## src/rtl/motion_irq_pkg.sv

```systemverilog
package motion_irq_pkg;
  localparam int unsigned NUM_AXES = 3;
  localparam int unsigned NUM_EVT  = 2 * NUM_AXES;
  localparam int unsigned SRC_W    = 8;
  localparam int unsigned ACT_BIT  = 6;

  typedef enum logic {
    COMB_OR  = 1'b0,
    COMB_AND = 1'b1
  } comb_mode_e;

  typedef struct packed {
    logic hi;
    logic lo;
  } axis_evt_t;
endpackage

```

## src/rtl/axis_mag_cmp.sv

```systemverilog
module axis_mag_cmp #(
  parameter int unsigned SAMPLE_W   = 16,
  parameter int unsigned THS_W      = 7,
  parameter int unsigned STEP_SHIFT = 4
) (
  input  logic [SAMPLE_W-1:0]  smp_i,
  input  logic [THS_W-1:0]     ths_i,
  output motion_irq_pkg::axis_evt_t evt_o
);
  localparam int unsigned MAG_W = SAMPLE_W + 1;
  localparam int unsigned LVL_W = THS_W + STEP_SHIFT;
  localparam int unsigned CMP_W = (MAG_W > LVL_W) ? MAG_W : LVL_W;

  logic [MAG_W-1:0] ext;
  logic [MAG_W-1:0] mag;
  logic [CMP_W-1:0] mag_c;
  logic [CMP_W-1:0] lvl_c;

  always_comb begin
    ext   = {smp_i[SAMPLE_W-1], smp_i};
    // negation in SAMPLE_W+1 bits so the most negative code stays exact
    mag   = smp_i[SAMPLE_W-1] ? (~ext + MAG_W'(1)) : ext;
    mag_c = CMP_W'(mag);
    lvl_c = CMP_W'({ths_i, {STEP_SHIFT{1'b0}}});
    evt_o.hi = (mag_c > lvl_c);
    evt_o.lo = ~evt_o.hi;
  end
endmodule

```

## src/rtl/event_combine.sv

```systemverilog
module event_combine
  import motion_irq_pkg::*;
(
  input  logic [NUM_EVT-1:0] evt_i,
  input  logic [NUM_EVT-1:0] en_i,
  input  comb_mode_e         mode_i,
  output logic [NUM_EVT-1:0] flags_o,
  output logic               cond_o
);
  always_comb begin
    flags_o = evt_i & en_i;
    unique case (mode_i)
      COMB_AND: cond_o = (en_i != '0) && (flags_o == en_i);
      default:  cond_o = (flags_o != '0);
    endcase
  end
endmodule

```

## src/rtl/dwell_counter.sv

```systemverilog
module dwell_counter #(
  parameter int unsigned DUR_W = 7
) (
  input  logic             clk_i,
  input  logic             rst_ni,
  input  logic             valid_i,
  input  logic             cond_i,
  input  logic [DUR_W-1:0] dur_i,
  output logic             met_o
);
  logic [DUR_W-1:0] cnt_q;

  always_ff @(posedge clk_i or negedge rst_ni) begin
    if (!rst_ni) begin
      cnt_q <= '0;
    end else if (valid_i) begin
      if (!cond_i)            cnt_q <= '0;
      else if (cnt_q < dur_i) cnt_q <= cnt_q + DUR_W'(1);
    end
  end

  assign met_o = valid_i & cond_i & (cnt_q >= dur_i);
endmodule

```

## src/rtl/src_latch.sv

```systemverilog
module src_latch
  import motion_irq_pkg::*;
(
  input  logic               clk_i,
  input  logic               rst_ni,
  input  logic               valid_i,
  input  logic               met_i,
  input  logic [NUM_EVT-1:0] flags_i,
  input  logic               latch_en_i,
  input  logic               rd_i,
  output logic               active_o,
  output logic [NUM_EVT-1:0] flags_o
);
  logic               act_q;
  logic [NUM_EVT-1:0] flg_q;

  always_ff @(posedge clk_i or negedge rst_ni) begin
    if (!rst_ni) begin
      act_q <= 1'b0;
      flg_q <= '0;
    end else if (latch_en_i) begin
      if (valid_i) begin
        act_q <= met_i | (act_q & ~rd_i);
        if (!act_q || rd_i) flg_q <= flags_i;
      end else if (rd_i) begin
        act_q <= 1'b0;
        flg_q <= '0;
      end
    end else if (valid_i) begin
      act_q <= met_i;
      flg_q <= flags_i;
    end
  end

  assign active_o = act_q;
  assign flags_o  = flg_q;
endmodule

```

## src/rtl/motion_irq_gen.sv

```systemverilog
module motion_irq_gen
  import motion_irq_pkg::*;
#(
  parameter int unsigned SAMPLE_W   = 16,
  parameter int unsigned THS_W      = 7,
  parameter int unsigned DUR_W      = 7,
  parameter int unsigned STEP_SHIFT = 4
) (
  input  logic                clk_i,
  input  logic                rst_ni,
  input  logic                smp_valid_i,
  input  logic [SAMPLE_W-1:0] smp_x_i,
  input  logic [SAMPLE_W-1:0] smp_y_i,
  input  logic [SAMPLE_W-1:0] smp_z_i,
  input  logic [2:0]          hi_en_i,
  input  logic [2:0]          lo_en_i,
  input  logic                and_mode_i,
  input  logic [THS_W-1:0]    ths_i,
  input  logic [DUR_W-1:0]    dur_i,
  input  logic                latch_en_i,
  input  logic                irq_act_low_i,
  input  logic                src_rd_i,
  output logic                irq_o,
  output logic [7:0]          src_o
);
  logic [NUM_AXES-1:0][SAMPLE_W-1:0] smp;
  axis_evt_t [NUM_AXES-1:0]          axis_evt;
  logic [NUM_EVT-1:0]                evt_vec;
  logic [NUM_EVT-1:0]                en_vec;
  logic [NUM_EVT-1:0]                flags;
  logic [NUM_EVT-1:0]                flags_q;
  logic                              cond;
  logic                              met;
  logic                              active;

  assign smp = {smp_z_i, smp_y_i, smp_x_i};

  for (genvar a = 0; a < NUM_AXES; a++) begin : g_axis
    axis_mag_cmp #(
      .SAMPLE_W  (SAMPLE_W),
      .THS_W     (THS_W),
      .STEP_SHIFT(STEP_SHIFT)
    ) u_cmp (
      .smp_i(smp[a]),
      .ths_i(ths_i),
      .evt_o(axis_evt[a])
    );
    assign evt_vec[2*a+1] = axis_evt[a].hi;
    assign evt_vec[2*a]   = axis_evt[a].lo;
    assign en_vec[2*a+1]  = hi_en_i[a];
    assign en_vec[2*a]    = lo_en_i[a];
  end

  event_combine u_comb (
    .evt_i  (evt_vec),
    .en_i   (en_vec),
    .mode_i (comb_mode_e'(and_mode_i)),
    .flags_o(flags),
    .cond_o (cond)
  );

  dwell_counter #(.DUR_W(DUR_W)) u_dwell (
    .clk_i  (clk_i),
    .rst_ni (rst_ni),
    .valid_i(smp_valid_i),
    .cond_i (cond),
    .dur_i  (dur_i),
    .met_o  (met)
  );

  src_latch u_src (
    .clk_i     (clk_i),
    .rst_ni    (rst_ni),
    .valid_i   (smp_valid_i),
    .met_i     (met),
    .flags_i   (flags),
    .latch_en_i(latch_en_i),
    .rd_i      (src_rd_i),
    .active_o  (active),
    .flags_o   (flags_q)
  );

  assign src_o = {1'b0, active, flags_q};
  assign irq_o = active ^ irq_act_low_i;
endmodule

```

## config.mk

```make
export PLATFORM = sky130hd
export DESIGN_NAME = motion_irq_gen
export DESIGN_NICKNAME = d
export VERILOG_FILES = /design/src/rtl/motion_irq_pkg.sv /design/src/rtl/axis_mag_cmp.sv /design/src/rtl/event_combine.sv /design/src/rtl/dwell_counter.sv /design/src/rtl/src_latch.sv /design/src/rtl/motion_irq_gen.sv
export SDC_FILE = /design/constraint.sdc
export NUM_CORES = 1
export LEC_CHECK = 0
export BUFFER_PORTS_ARGS = -buffer_cell sky130_fd_sc_hd__buf_4
export CAP_MARGIN = 20
export CORE_ASPECT_RATIO = 1.4
export CORE_MARGIN = 2
export CORE_UTILIZATION = 30
export CTS_CLUSTER_SIZE = 12
export DETAILED_ROUTE_END_ITERATION = 8
export PLACE_DENSITY = 0.5
export SKIP_CTS_REPAIR_TIMING = 1
export SLEW_MARGIN = 5
export SYNTH_ARGS = -nofsm -noshare
export SYNTH_HDL_FRONTEND = slang
export SYNTH_SLANG_ARGS = --single-unit
```

## constraint.sdc

```tcl
create_clock -name clk_i -period 4.95 [get_ports clk_i]
set_input_delay 0.2475 -clock clk_i [delete_from_list [all_inputs] [get_ports clk_i]]
set_output_delay 0.2475 -clock clk_i [all_outputs]
set_load 0.1 [all_outputs]
```

==> run_summary.xml, run 1 <==
<?xml version="1.0" encoding="UTF-8"?>
<metrics>
  <group name="logic_synthesis">
    <metric name="yosysWarnings" unit="">0</metric>
    <metric name="synth.area.top_cells" unit="">sky130_fd_sc_hd__ha_1, sky130_fd_sc_hd__dfrtp_1, sky130_fd_sc_hd__xnor2_1</metric>
    <metric name="syn_area_per_cell" unit="um2">7.613</metric>
    <metric name="synthXorXnorAreaFrac" unit="%">9.761</metric>
    <metric name="edff_count_synth" unit="">0</metric>
    <metric name="synth_sequential_area_ratio" unit="%">13.94</metric>
    <metric name="synth_top_family_by_area" unit="">simple AND/OR/NAND/NOR gates</metric>
    <metric name="ys_top_cells_by_count" unit="">sky130_fd_sc_hd__ha_1, sky130_fd_sc_hd__inv_1, sky130_fd_sc_hd__nand2_1, sky130_fd_sc_hd__a21oi_1</metric>
    <metric name="netlist_instances" unit="">330</metric>
    <metric name="synthAdderAreaFrac" unit="%">15.94</metric>
    <metric name="synth-async-reset-ratio" unit="%">100.0</metric>
    <metric name="synth-compound-area-share" unit="%">23.66</metric>
    <metric name="synth_top_flop_cell" unit="">sky130_fd_sc_hd__dfrtp_1</metric>
    <metric name="synth_fp_nets" unit="">437</metric>
    <metric name="cell_with_the_most_instances_after_synthesis" unit="">sky130_fd_sc_hd__ha_1</metric>
    <metric name="netlist.top_cell.by_area" unit="">sky130_fd_sc_hd__ha_1</metric>
    <metric name="netlist_area_before_placement" unit="mm2">0.002512</metric>
    <metric name="synth_cell_types" unit="">55</metric>
    <metric name="multiplexer_share_of_the_synthesized_area" unit="%">2.739</metric>
    <metric name="synth.top_cell.area_share" unit="%">15.94</metric>
    <metric name="ys_ff_latch" unit="">14</metric>
    <metric name="synth-simple-area-share" unit="%">27.84</metric>
  </group>
  <group name="cts">
    <metric name="clock_tree.root_cell" unit="">sky130_fd_sc_hd__clkbuf_16</metric>
    <metric name="clock_sink_count" unit="">14</metric>
    <metric name="clk_path_buf_depth" unit="">2</metric>
    <metric name="h-tree-depth" unit="">1</metric>
    <metric name="clk_latency" unit="ns">0.24</metric>
    <metric name="clk_transition_reported_paths" unit="ns">0.05</metric>
    <metric name="tritoncts" unit="">built</metric>
    <metric name="cts_inserted_buffers" unit="">3</metric>
  </group>
  <group name="global_route">
    <metric name="grt_pass1_vias" unit="">2675</metric>
    <metric name="antenna_found_initial" unit="">0</metric>
    <metric name="grt_pass1_wl" unit="mm">12.03</metric>
    <metric name="grt_start_max_net_pins" unit="">22</metric>
    <metric name="grt.total_usage" unit="%">16.35</metric>
    <metric name="gr-total-overflow" unit="">0</metric>
  </group>
  <group name="worst_setup_path">
    <metric name="regToRegSetupSlack" unit="ns">2.20</metric>
    <metric name="critPathArrivalTime" unit="ns">4.11</metric>
    <metric name="timing.rr.end" unit="">u_dwell.cnt_q[5]$_DFFE_PN0P_</metric>
    <metric name="worst_r2r_path_depth" unit="">10</metric>
    <metric name="worst_setup_path_endpoint" unit="">u_dwell.cnt_q[2]$_DFFE_PN0P_</metric>
    <metric name="cp-start-kind" unit="">primary input</metric>
    <metric name="critical_path.reg2reg.startpoint" unit="">u_dwell.cnt_q[1]$_DFFE_PN0P_</metric>
    <metric name="cp_data_required_time" unit="ns">5.12</metric>
    <metric name="launch_point_of_the_worst_path" unit="">smp_z_i[3]</metric>
    <metric name="setup.worst_path.class" unit="">primary input to flip-flop</metric>
    <metric name="worst-path-max-fanout" unit="">7</metric>
    <metric name="worstSetupEndpointType" unit="">flip-flop</metric>
  </group>
  <group name="sta">
    <metric name="timing.max_slew.rel_slack" unit="%">39.68</metric>
    <metric name="period_needed" unit="ns">3.938</metric>
    <metric name="timing_worst_slew_pin_value" unit="ns">0.8993</metric>
    <metric name="rsz0062_at_grt" unit="">no</metric>
    <metric name="final_total_negative_setup_slack" unit="ns">0</metric>
    <metric name="tcrit_tclk_final" unit="%">79.55</metric>
    <metric name="whs" unit="ns">0.3173</metric>
    <metric name="worst_clock_skew" unit="ns">0.002286</metric>
    <metric name="setup_violations" unit="">0</metric>
    <metric name="max_freq" unit="GHz">0.2540</metric>
    <metric name="finalMaxSlewViolations" unit="">0</metric>
    <metric name="finalHoldViolations" unit="">0</metric>
  </group>
  <group name="floorplan">
    <metric name="coreArea" unit="mm2">0.008149</metric>
    <metric name="boundaryPins" unit="">84</metric>
    <metric name="die_height" unit="um">112.3</metric>
    <metric name="die_x" unit="um">81.34</metric>
    <metric name="floorplan.initialDensity" unit="%">30.83</metric>
    <metric name="die_area" unit="mm2">0.009133</metric>
    <metric name="placement_rows" unit="">39</metric>
  </group>
  <group name="layout">
    <metric name="stdcell_count" unit="">509</metric>
    <metric name="fillerInstances" unit="">847</metric>
    <metric name="drive_gt1_share" unit="%">25.55</metric>
    <metric name="synth_to_layout_area_growth" unit="%">31.72</metric>
    <metric name="final_core_util" unit="%">40.61</metric>
    <metric name="design.final.nets" unit="">515</metric>
    <metric name="diodes" unit="">0</metric>
  </group>
  <group name="power">
    <metric name="static-leakage-power" unit="nW">1.469</metric>
    <metric name="power_density" unit="mW/mm2">182.2</metric>
    <metric name="fin_total_pwr" unit="mW">0.6029</metric>
    <metric name="peakVddDrop" unit="uV">129.7</metric>
  </group>
  <group name="placed_design">
    <metric name="place.detailed.instances" unit="">504</metric>
    <metric name="detailed_place_hpwl" unit="mm">6.162</metric>
    <metric name="io_buffers" unit="">82</metric>
    <metric name="finalWeightedCongestion" unit="">0.8567</metric>
  </group>
  <group name="detailed_routing">
    <metric name="routed-via-count" unit="">2686</metric>
    <metric name="ant_nets" unit="">0</metric>
    <metric name="drt_pass1_iterations" unit="">4</metric>
    <metric name="drt_first_iter_violations" unit="">118</metric>
    <metric name="wirelength" unit="mm">7.147</metric>
    <metric name="routed_via_density" unit="">5.277</metric>
    <metric name="wl_per_cell" unit="um">14.04</metric>
    <metric name="drcViolationCount" unit="">0</metric>
  </group>
  <group name="flow_run">
    <metric name="max_cap_violations" unit="">0</metric>
  </group>
  <group name="hold_path">
    <metric name="min-delay-path-class" unit="">primary input to flip-flop</metric>
  </group>
  <group name="run_status">
    <metric name="status" unit="">completed</metric>
  </group>
</metrics>
[layout by cell type (no fill, tap or decap), types with 7 or more instances in the layout]
| master | count |
|---|---|
| sky130_fd_sc_hd__buf_4 | 82 |
| sky130_fd_sc_hd__ha_1 | 32 |
| sky130_fd_sc_hd__inv_1 | 28 |
| sky130_fd_sc_hd__nand2_1 | 25 |
| sky130_fd_sc_hd__a21oi_1 | 24 |
| sky130_fd_sc_hd__xnor2_1 | 20 |
| sky130_fd_sc_hd__nor2_1 | 20 |
| sky130_fd_sc_hd__o21ai_0 | 16 |
| sky130_fd_sc_hd__dfrtp_1 | 14 |
| sky130_fd_sc_hd__nand2b_1 | 12 |
| sky130_fd_sc_hd__nor3_1 | 10 |
| sky130_fd_sc_hd__a211oi_1 | 10 |
| sky130_fd_sc_hd__xor2_1 | 8 |
| sky130_fd_sc_hd__o31ai_1 | 7 |
| sky130_fd_sc_hd__nand3_1 | 7 |
[worst max-delay path: stages]
cell,delay (ns)
sky130_fd_sc_hd__buf_4,0.12
sky130_fd_sc_hd__or3_1,0.39
sky130_fd_sc_hd__or4_1,0.50
sky130_fd_sc_hd__o31ai_1,0.26
sky130_fd_sc_hd__xnor2_1,0.16
sky130_fd_sc_hd__ha_1,0.26
sky130_fd_sc_hd__nand3_1,0.13
sky130_fd_sc_hd__nor2_1,0.06
sky130_fd_sc_hd__or4_1,0.51
sky130_fd_sc_hd__a221oi_1,0.46
sky130_fd_sc_hd__mux2_2,0.41
sky130_fd_sc_hd__nor4_4,0.29
sky130_fd_sc_hd__nor2_2,0.14
sky130_fd_sc_hd__o211ai_2,0.17
[per-stage QoR]
stage	setup WS (ns)	cell area (um2)
6_report	1.012	3309
5_1_grt	0.5743	3309
4_1_cts	0.9588	3299
3_5_place_dp	0.6993	3211
3_3_place_gp	0.7985	3211
2_1_floorplan	1.213	2512
[cell families after synthesis]
logic type / Yosys count
compound gates: 87
xor+xnor: 28
fa+ha+maj: 32
buf+inv: 38
flops: 14
mux: 6
other cells: 1
simple gates: 124
[per-layer routing]
| layer | routed length [um] | track usage, % | vias to the layer above |
|---|---|---|---|
| li1 | - | - | 1382 |
| met1 | 2921 | 19.54 | 1229 |
| met2 | 3746 | 29.95 | 64 |
| met3 | 317 | 1.367 | 11 |
| met4 | 162 | 5.198 | 0 |
| met5 | 0 | 0 | - |
[how the worst min path moves through the flow]
stage | startpoint | to | slack [ns] | cells after the start
2_1_floorplan | rst_ni | u_dwell.cnt_q[0]$_DFFE_PN0P_ | -0.05 | 0
3_3_place_gp | rst_ni | u_dwell.cnt_q[6]$_DFFE_PN0P_ | 0.11 | 1
3_5_place_dp | rst_ni | u_dwell.cnt_q[6]$_DFFE_PN0P_ | 0.11 | 1
4_1_cts | rst_ni | u_dwell.cnt_q[6]$_DFFE_PN0P_ | -0.15 | 1
5_1_grt | lo_en_i[2] | u_src.flags_o[4]$_DFFE_PN0P_ | 0.35 | 3
6_report | hi_en_i[2] | u_src.flags_o[5]$_DFFE_PN0P_ | 0.32 | 3
[state kept, by name, summed over array words and instances (netlist names)]
signal          count
u_src.active_o      1
u_src.flags_o       6
u_dwell.cnt_q       7
[where the power goes]
part	switching (mW)	internal (mW)	total (mW)
logic	0.167	0.125	0.292
clock network	0.0478	0.122	0.170
registers	0.0143	0.126	0.141
total	0.229	0.374	0.603
[layout make-up]
type,count,area (um2),area share [%]
inverter,28,105.1,3.176
clock buffer,4,88.84,2.684
tap,102,127.6,3.856
sequential,14,350.3,10.59
multi-input combinational,278,2012,60.79
timing repair buffer,83,625.6,18.90
Power figures use the tool's default switching activity.
==> run 2: changes to the inputs <==
- PLACE_DENSITY: 0.5 -> 0.52
- clock period: 4.95 -> 3.5 ns (I/O delays scaled with it)
==> run 2 against run 1 <==
  * The run now ends with setup timing left
  * Hold slack worse by 0.030 ns
  * Cell count up 9.2%
  * Register-to-register slack got worse by 1.0 ns
  * Total power rose by 52%
  * Worst setup slack got worse by 1.1 ns
  * Non-clock buffer count up 47
  * Count of clock-buffer cells in the layout stayed put
  * First-iteration DRC count decreased by 28%
  * Via count rose by 8.2%
  * Flip-flop and latch count is the same
  * Largest power group unchanged
  * Highest routed layer unchanged
==> run_summary.xml, run 2 (synthesized netlist as in run 1, its figures left out) <==
<?xml version="1.0" encoding="UTF-8"?>
<metrics>
  <group name="run_status">
    <metric name="status" unit="">finished, violations left</metric>
    <metric name="violated_checks" unit="">setup timing</metric>
  </group>
  <group name="detailed_routing">
    <metric name="ant_nets" unit="">0</metric>
    <metric name="wirelength" unit="mm">7.633</metric>
    <metric name="routed-via-count" unit="">2907</metric>
    <metric name="routed_via_density" unit="">5.228</metric>
    <metric name="drcViolationCount" unit="">0</metric>
    <metric name="wl_per_cell" unit="um">13.73</metric>
    <metric name="drt_pass1_iterations" unit="">5</metric>
    <metric name="drt_first_iter_violations" unit="">85</metric>
  </group>
  <group name="cts">
    <metric name="clock_sink_count" unit="">14</metric>
    <metric name="h-tree-depth" unit="">1</metric>
    <metric name="clk_transition_reported_paths" unit="ns">0.05</metric>
    <metric name="tritoncts" unit="">built</metric>
    <metric name="cts_inserted_buffers" unit="">3</metric>
    <metric name="clock_tree.root_cell" unit="">sky130_fd_sc_hd__clkbuf_16</metric>
    <metric name="clk_path_buf_depth" unit="">2</metric>
    <metric name="clk_latency" unit="ns">0.24</metric>
  </group>
  <group name="layout">
    <metric name="top_register" unit="">u_dwell.cnt_q</metric>
    <metric name="drive_gt1_share" unit="%">36.78</metric>
    <metric name="largest_reg_flops" unit="">7</metric>
    <metric name="layout_commonest_cell" unit="">sky130_fd_sc_hd__buf_4</metric>
    <metric name="synth_to_layout_area_growth" unit="%">50.60</metric>
    <metric name="final_core_util" unit="%">46.43</metric>
    <metric name="final_cell_mix" unit="">sky130_fd_sc_hd__buf_4, sky130_fd_sc_hd__ha_1, sky130_fd_sc_hd__inv_1</metric>
    <metric name="design.final.nets" unit="">562</metric>
    <metric name="diodes" unit="">0</metric>
  </group>
  <group name="floorplan">
    <metric name="floorplan.initialDensity" unit="%">30.83</metric>
    <metric name="boundaryPins" unit="">84</metric>
    <metric name="die_height" unit="um">112.3</metric>
    <metric name="placement_rows" unit="">39</metric>
    <metric name="die_area" unit="mm2">0.009133</metric>
    <metric name="die_x" unit="um">81.34</metric>
    <metric name="coreArea" unit="mm2">0.008149</metric>
  </group>
  <group name="placed_design">
    <metric name="io_buffers" unit="">82</metric>
    <metric name="detailed_place_hpwl" unit="mm">6.420</metric>
    <metric name="finalWeightedCongestion" unit="">0.7904</metric>
  </group>
  <group name="global_route">
    <metric name="global_route.usage.met2" unit="%">32.13</metric>
    <metric name="grt_start_max_net_pins" unit="">22</metric>
    <metric name="grt_util_met1" unit="%">19.43</metric>
    <metric name="antenna_found_initial" unit="">0</metric>
    <metric name="gr-total-overflow" unit="">0</metric>
    <metric name="grt_pass1_vias" unit="">2948</metric>
    <metric name="grt.total_usage" unit="%">16.76</metric>
    <metric name="busiest_layer" unit="">met2</metric>
    <metric name="grt_pass1_wl" unit="mm">12.56</metric>
    <metric name="groute.layer.met3.usage" unit="%">1.125</metric>
  </group>
  <group name="sta">
    <metric name="final_total_negative_setup_slack" unit="ns">-0.6910</metric>
    <metric name="tcrit_tclk_final" unit="%">103.3</metric>
    <metric name="finalHoldViolations" unit="">0</metric>
    <metric name="rsz0062_at_grt" unit="">yes</metric>
    <metric name="period_needed" unit="ns">3.616</metric>
    <metric name="timing.final.ws_setup" unit="ns">-0.1159</metric>
    <metric name="finalMaxSlewViolations" unit="">0</metric>
    <metric name="worst_clock_skew" unit="ns">0.002661</metric>
    <metric name="setup_violations" unit="">8</metric>
    <metric name="max_freq" unit="GHz">0.2766</metric>
  </group>
  <group name="power">
    <metric name="static-leakage-power" unit="nW">1.720</metric>
    <metric name="peakVddDrop" unit="uV">185.2</metric>
    <metric name="power_density" unit="mW/mm2">241.4</metric>
  </group>
  <group name="worst_setup_path">
    <metric name="setup.worst_path.class" unit="">primary input to flip-flop</metric>
    <metric name="worst-path-max-fanout" unit="">7</metric>
    <metric name="worstSetupEndpointType" unit="">flip-flop</metric>
    <metric name="cp-start-kind" unit="">primary input</metric>
    <metric name="critPathArrivalTime" unit="ns">3.78</metric>
    <metric name="cp_data_required_time" unit="ns">3.67</metric>
  </group>
  <group name="flow_run">
    <metric name="max_cap_violations" unit="">0</metric>
  </group>
  <group name="hold_path">
    <metric name="min-delay-path-class" unit="">primary input to flip-flop</metric>
  </group>
</metrics>
run 2: cell types whose count changed in the layout (fill, tap and decap cells not counted), sizes merged:
cell  delta
buf     +47
run 2: worst max-delay path, stage by stage:
cell and delay (ns):
sky130_fd_sc_hd__buf_6 0.10, sky130_fd_sc_hd__or3_4 0.38, sky130_fd_sc_hd__or4_4 0.57, sky130_fd_sc_hd__o31ai_4 0.21, sky130_fd_sc_hd__xnor2_2 0.14, sky130_fd_sc_hd__ha_1 0.26, sky130_fd_sc_hd__nand3_2 0.10, sky130_fd_sc_hd__nor2_1 0.06
sky130_fd_sc_hd__or4_4 0.51, sky130_fd_sc_hd__a221oi_2 0.22, sky130_fd_sc_hd__buf_4 0.17, sky130_fd_sc_hd__mux2_4 0.31, sky130_fd_sc_hd__nor4_4 0.31, sky130_fd_sc_hd__nor2_4 0.13, sky130_fd_sc_hd__a21oi_1 0.16
run 2: routing by layer:
layer  routed length [um]  share of wire (%)  up-vias
met5                    0                  0        -
met4                  128                1.7        0
met3                  315                4.1       10
met2                 4136                 54       78
met1                 3053                 40     1342
li1                     -                  -     1477
run 2: path summary, 6_finish.rpt:
kind,from,to,slack [ns],cells past startpoint
worst max-delay path,smp_z_i[3],u_dwell.cnt_q[3]$_DFFE_PN0P_,-0.12,15
worst min-delay path,smp_valid_i,u_dwell.cnt_q[5]$_DFFE_PN0P_,0.29,2
worst max register to register,u_dwell.cnt_q[1]$_DFFE_PN0P_,u_dwell.cnt_q[5]$_DFFE_PN0P_,1.17,11
worst min register to register,u_dwell.cnt_q[6]$_DFFE_PN0P_,u_dwell.cnt_q[6]$_DFFE_PN0P_,0.56,2
max in group asynchronous,rst_ni,u_src.active_o$_DFFE_PN0P_,3.01,2
min in group asynchronous,rst_ni,u_dwell.cnt_q[2]$_DFFE_PN0P_,0.32,2
run 2: final cells by class:
class	count	area, um2
sequential	14	350.3
clock buffer	4	88.84
timing repair buffer	130	985.9
inverter	28	105.1
fill	831	4365
multi-input combinational	278	2126
tap	102	127.6
run 2: per-stage QoR:
stage	hold slack [ns]	cell area, um2	power, mW	std cells	setup WS, ns
after floorplan	-0.1206	2550	0.4652	330	-0.03944
after global placement	0.03237	3593	0.6535	550	-0.3891
after detailed placement	0.03527	3593	0.6620	550	-0.4494
after CTS	-0.2259	3682	0.9066	554	-0.1909
after global routing	0.3004	3784	0.9804	556	-0.2622
final	0.2877	3784	0.9135	556	-0.1159
run 2: power by group:
group | switching (mW) | internal [mW]
clock network | 0.0660 | 0.173
logic | 0.256 | 0.219
registers | 0.0204 | 0.179
total | 0.342 | 0.571
==> run 3: changes to the inputs <==
- ABC_AREA: default -> 1
- PLACE_DENSITY: 0.52 -> 0.51
- SLEW_MARGIN: 5 -> 40
==> run 3 against run 2 <==
  * The flow finishes with violations (DRC)
  * Count of clock-buffer cells in the layout decreased by 1
  * Critical path depth increased by 9
  * Sequential share of layout area increased by 0.43 points
  * Hold slack got worse by 0.076 ns
  * Synthesized area increased by 12%
  * Sequential power decreased by 9.5%
  * Non-clock buffer count decreased by 47
  * Global-route usage decreased by 0.57 points
  * Flip-flop and latch count unchanged
  * Largest cell class unchanged
  * Largest power group unchanged
==> run_summary.xml, run 3 <==
<?xml version="1.0" encoding="UTF-8"?>
<metrics>
  <group name="sta">
    <metric name="rsz0062_at_grt" unit="">no</metric>
    <metric name="finalMaxSlewViolations" unit="">0</metric>
    <metric name="timing_worst_slew_pin_value" unit="ns">0.6189</metric>
    <metric name="max_freq" unit="GHz">0.3570</metric>
    <metric name="tcrit_tclk_final" unit="%">80.02</metric>
    <metric name="period_needed" unit="ns">2.801</metric>
    <metric name="timing.max_slew.rel_slack" unit="%">58.74</metric>
    <metric name="final_total_negative_setup_slack" unit="ns">0</metric>
    <metric name="finalHoldViolations" unit="">0</metric>
    <metric name="setup_violations" unit="">0</metric>
    <metric name="worst_clock_skew" unit="ns">0.001273</metric>
  </group>
  <group name="detailed_routing">
    <metric name="wirelength" unit="mm">7.932</metric>
    <metric name="wl_per_cell" unit="um">11.66</metric>
    <metric name="drt_pass1_iterations" unit="">6</metric>
    <metric name="routed-via-count" unit="">3220</metric>
    <metric name="drt_first_iter_violations" unit="">115</metric>
    <metric name="ant_nets" unit="">0</metric>
    <metric name="drcViolationCount" unit="">6</metric>
    <metric name="routed_via_density" unit="">4.735</metric>
  </group>
  <group name="floorplan">
    <metric name="die_x" unit="um">85.84</metric>
    <metric name="floorplan.initialDensity" unit="%">30.98</metric>
    <metric name="die_height" unit="um">118.6</metric>
    <metric name="die_area" unit="mm2">0.01018</metric>
    <metric name="coreArea" unit="mm2">0.009080</metric>
    <metric name="placement_rows" unit="">41</metric>
    <metric name="boundaryPins" unit="">84</metric>
  </group>
  <group name="logic_synthesis">
    <metric name="synth-async-reset-ratio" unit="%">100.0</metric>
    <metric name="synth_cell_types" unit="">31</metric>
    <metric name="netlist.top_cell.by_area" unit="">sky130_fd_sc_hd__nand2_1</metric>
    <metric name="synth_top_flop_cell" unit="">sky130_fd_sc_hd__dfrtp_1</metric>
    <metric name="cell_with_the_most_instances_after_synthesis" unit="">sky130_fd_sc_hd__nand2_1</metric>
    <metric name="synth_sequential_area_ratio" unit="%">12.46</metric>
    <metric name="edff_count_synth" unit="">0</metric>
    <metric name="netlist_instances" unit="">493</metric>
    <metric name="yosysWarnings" unit="">0</metric>
    <metric name="synth.area.top_cells" unit="">sky130_fd_sc_hd__nand2_1, sky130_fd_sc_hd__ha_1, sky130_fd_sc_hd__dfrtp_1</metric>
    <metric name="ys_top_cells_by_count" unit="">sky130_fd_sc_hd__nand2_1, sky130_fd_sc_hd__inv_1, sky130_fd_sc_hd__nor2_1, sky130_fd_sc_hd__nand3_1, sky130_fd_sc_hd__ha_1</metric>
    <metric name="synth_fp_nets" unit="">600</metric>
    <metric name="netlist_area_before_placement" unit="mm2">0.002813</metric>
    <metric name="ys_ff_latch" unit="">14</metric>
    <metric name="syn_area_per_cell" unit="um2">5.705</metric>
    <metric name="synth.top_cell.area_share" unit="%">20.69</metric>
  </group>
  <group name="hold_path">
    <metric name="min-delay-path-class" unit="">primary input to flip-flop</metric>
  </group>
  <group name="run_status">
    <metric name="status" unit="">finished, violations left</metric>
    <metric name="violated_checks" unit="">DRC</metric>
  </group>
  <group name="placed_design">
    <metric name="io_buffers" unit="">82</metric>
    <metric name="finalWeightedCongestion" unit="">0.8328</metric>
    <metric name="detailed_place_hpwl" unit="mm">7.077</metric>
  </group>
  <group name="worst_setup_path">
    <metric name="setup.worst_path.class" unit="">primary input to flip-flop</metric>
    <metric name="worst-path-max-fanout" unit="">7</metric>
    <metric name="cp_data_required_time" unit="ns">3.63</metric>
    <metric name="worstSetupEndpointType" unit="">flip-flop</metric>
    <metric name="cp-start-kind" unit="">primary input</metric>
    <metric name="critPathArrivalTime" unit="ns">2.93</metric>
  </group>
  <group name="global_route">
    <metric name="gr-total-overflow" unit="">0</metric>
    <metric name="antenna_found_initial" unit="">0</metric>
    <metric name="grt_start_max_net_pins" unit="">16</metric>
    <metric name="grt_pass1_vias" unit="">3200</metric>
    <metric name="grt_pass1_wl" unit="mm">13.62</metric>
    <metric name="grt.total_usage" unit="%">16.19</metric>
  </group>
  <group name="power">
    <metric name="static-leakage-power" unit="nW">2.079</metric>
    <metric name="power_density" unit="mW/mm2">219.0</metric>
    <metric name="fin_total_pwr" unit="mW">0.7918</metric>
    <metric name="peakVddDrop" unit="uV">132.1</metric>
  </group>
  <group name="layout">
    <metric name="design.final.nets" unit="">682</metric>
    <metric name="top_register" unit="">u_dwell.cnt_q</metric>
    <metric name="diodes" unit="">0</metric>
    <metric name="largest_reg_flops" unit="">7</metric>
    <metric name="synth_to_layout_area_growth" unit="%">28.56</metric>
    <metric name="drive_gt1_share" unit="%">18.32</metric>
    <metric name="final_cell_mix" unit="">sky130_fd_sc_hd__nand2_1, sky130_fd_sc_hd__buf_4, sky130_fd_sc_hd__inv_1</metric>
    <metric name="layout_commonest_cell" unit="">sky130_fd_sc_hd__nand2_1</metric>
    <metric name="fillerInstances" unit="">1009</metric>
  </group>
  <group name="cts">
    <metric name="clk_path_buf_depth" unit="">2</metric>
    <metric name="clock_tree.root_cell" unit="">sky130_fd_sc_hd__clkbuf_16</metric>
    <metric name="h-tree-depth" unit="">1</metric>
    <metric name="clock_sink_count" unit="">14</metric>
    <metric name="clk_latency" unit="ns">0.24</metric>
    <metric name="cts_inserted_buffers" unit="">3</metric>
    <metric name="clk_transition_reported_paths" unit="ns">0.04</metric>
    <metric name="tritoncts" unit="">built</metric>
  </group>
  <group name="flow_run">
    <metric name="max_cap_violations" unit="">0</metric>
  </group>
</metrics>
## run 3: report_power, final
group          total, mW  internal (mW)  switching, mW
registers          0.180          0.171        0.00876
logic              0.400          0.161          0.239
clock network      0.212          0.149         0.0624
## run 3: layer usage
metal  share of wire [%]  global-route usage, %  up-vias
met3                 3.5                  1.257        9
met1                  38                  17.40     1415
met5                   0                      0        -
met2                  57                  32.62       59
met4                 1.3                  4.167        0
li1                    -                      -     1737
## run 3: cell families (layout without fill, tap and decap cells)
family                     count (synthesis)  count (layout)  share of synthesized area [%]
buffers and inverters                     81             161                          11.12
adders and majority gates                 32              32                          14.23
DFF                                       14              14                          12.46
xor gates and xnor gates                  28              28                          8.719
AOI/OAI and AO/OA                         47              47                          8.897
other                                      1               1                         0.1333
and+or+nand+nor                          290             290                          44.44
## run 3: worst paths after layout
path	startpoint	slack, ns	end	cells past startpoint
max in group asynchronous	rst_ni	3.01	u_src.flags_o[0]$_DFFE_PN0P_	2
min reg2reg	u_src.flags_o[5]$_DFFE_PN0P_	0.49	u_src.flags_o[5]$_DFFE_PN0P_	2
max reg2reg	u_dwell.cnt_q[2]$_DFFE_PN0P_	1.26	u_dwell.cnt_q[1]$_DFFE_PN0P_	8
max	smp_z_i[0]	0.70	u_dwell.cnt_q[6]$_DFFE_PN0P_	24
min in group asynchronous	rst_ni	0.32	u_dwell.cnt_q[5]$_DFFE_PN0P_	2
min	latch_en_i	0.21	u_src.active_o$_DFFE_PN0P_	4
## run 3: layout make-up
cell class / count / area, um2 / area share [%]
multi-input combinational: 398 / 2150 / 59.45
timing repair buffer: 83 / 625.6 / 17.30
sequential: 14 / 350.3 / 9.689
inverter: 75 / 281.5 / 7.785
tap: 107 / 133.9 / 3.702
clock buffer: 3 / 75.07 / 2.076
## run 3: through the flow
stage | util (%) | std cells | area [um2] | hold WS (ns) | worst slack, ns
6_report | 39.82 | 680 | 3616 | 0.2114 | 0.6992
5_1_grt | 39.82 | 680 | 3616 | 0.2339 | 0.2612
4_1_cts | 39.71 | 679 | 3606 | -0.2219 | 0.6423
3_5_place_dp | 38.89 | 676 | 3531 | 0.03641 | 0.4070
3_3_place_gp | 38.89 | 676 | 3531 | 0.03563 | 0.4012
2_1_floorplan | - | 493 | 2813 | -0.1206 | 1.050
## run 3: worst max-delay path: stages
cell	delay (ns)
sky130_fd_sc_hd__buf_4	0.11
sky130_fd_sc_hd__inv_1	0.09
sky130_fd_sc_hd__ha_1	0.19
sky130_fd_sc_hd__nand2_1	0.11
sky130_fd_sc_hd__nor2_2	0.17
sky130_fd_sc_hd__nand2_1	0.07
sky130_fd_sc_hd__nand2_1	0.11
sky130_fd_sc_hd__xnor2_1	0.09
sky130_fd_sc_hd__ha_1	0.29
sky130_fd_sc_hd__nand2_1	0.05
sky130_fd_sc_hd__inv_1	0.06
sky130_fd_sc_hd__nand3_1	0.07
sky130_fd_sc_hd__nor3_1	0.15
sky130_fd_sc_hd__nand3_1	0.11
sky130_fd_sc_hd__nand2_1	0.08
sky130_fd_sc_hd__nand2_1	0.08
sky130_fd_sc_hd__o21ai_1	0.27
sky130_fd_sc_hd__nand2_1	0.09
sky130_fd_sc_hd__nor2_1	0.11
sky130_fd_sc_hd__nand2_1	0.05
sky130_fd_sc_hd__nand2_1	0.08
sky130_fd_sc_hd__nand3_2	0.16
sky130_fd_sc_hd__nand3_1	0.11
sky130_fd_sc_hd__nand2_1	0.06
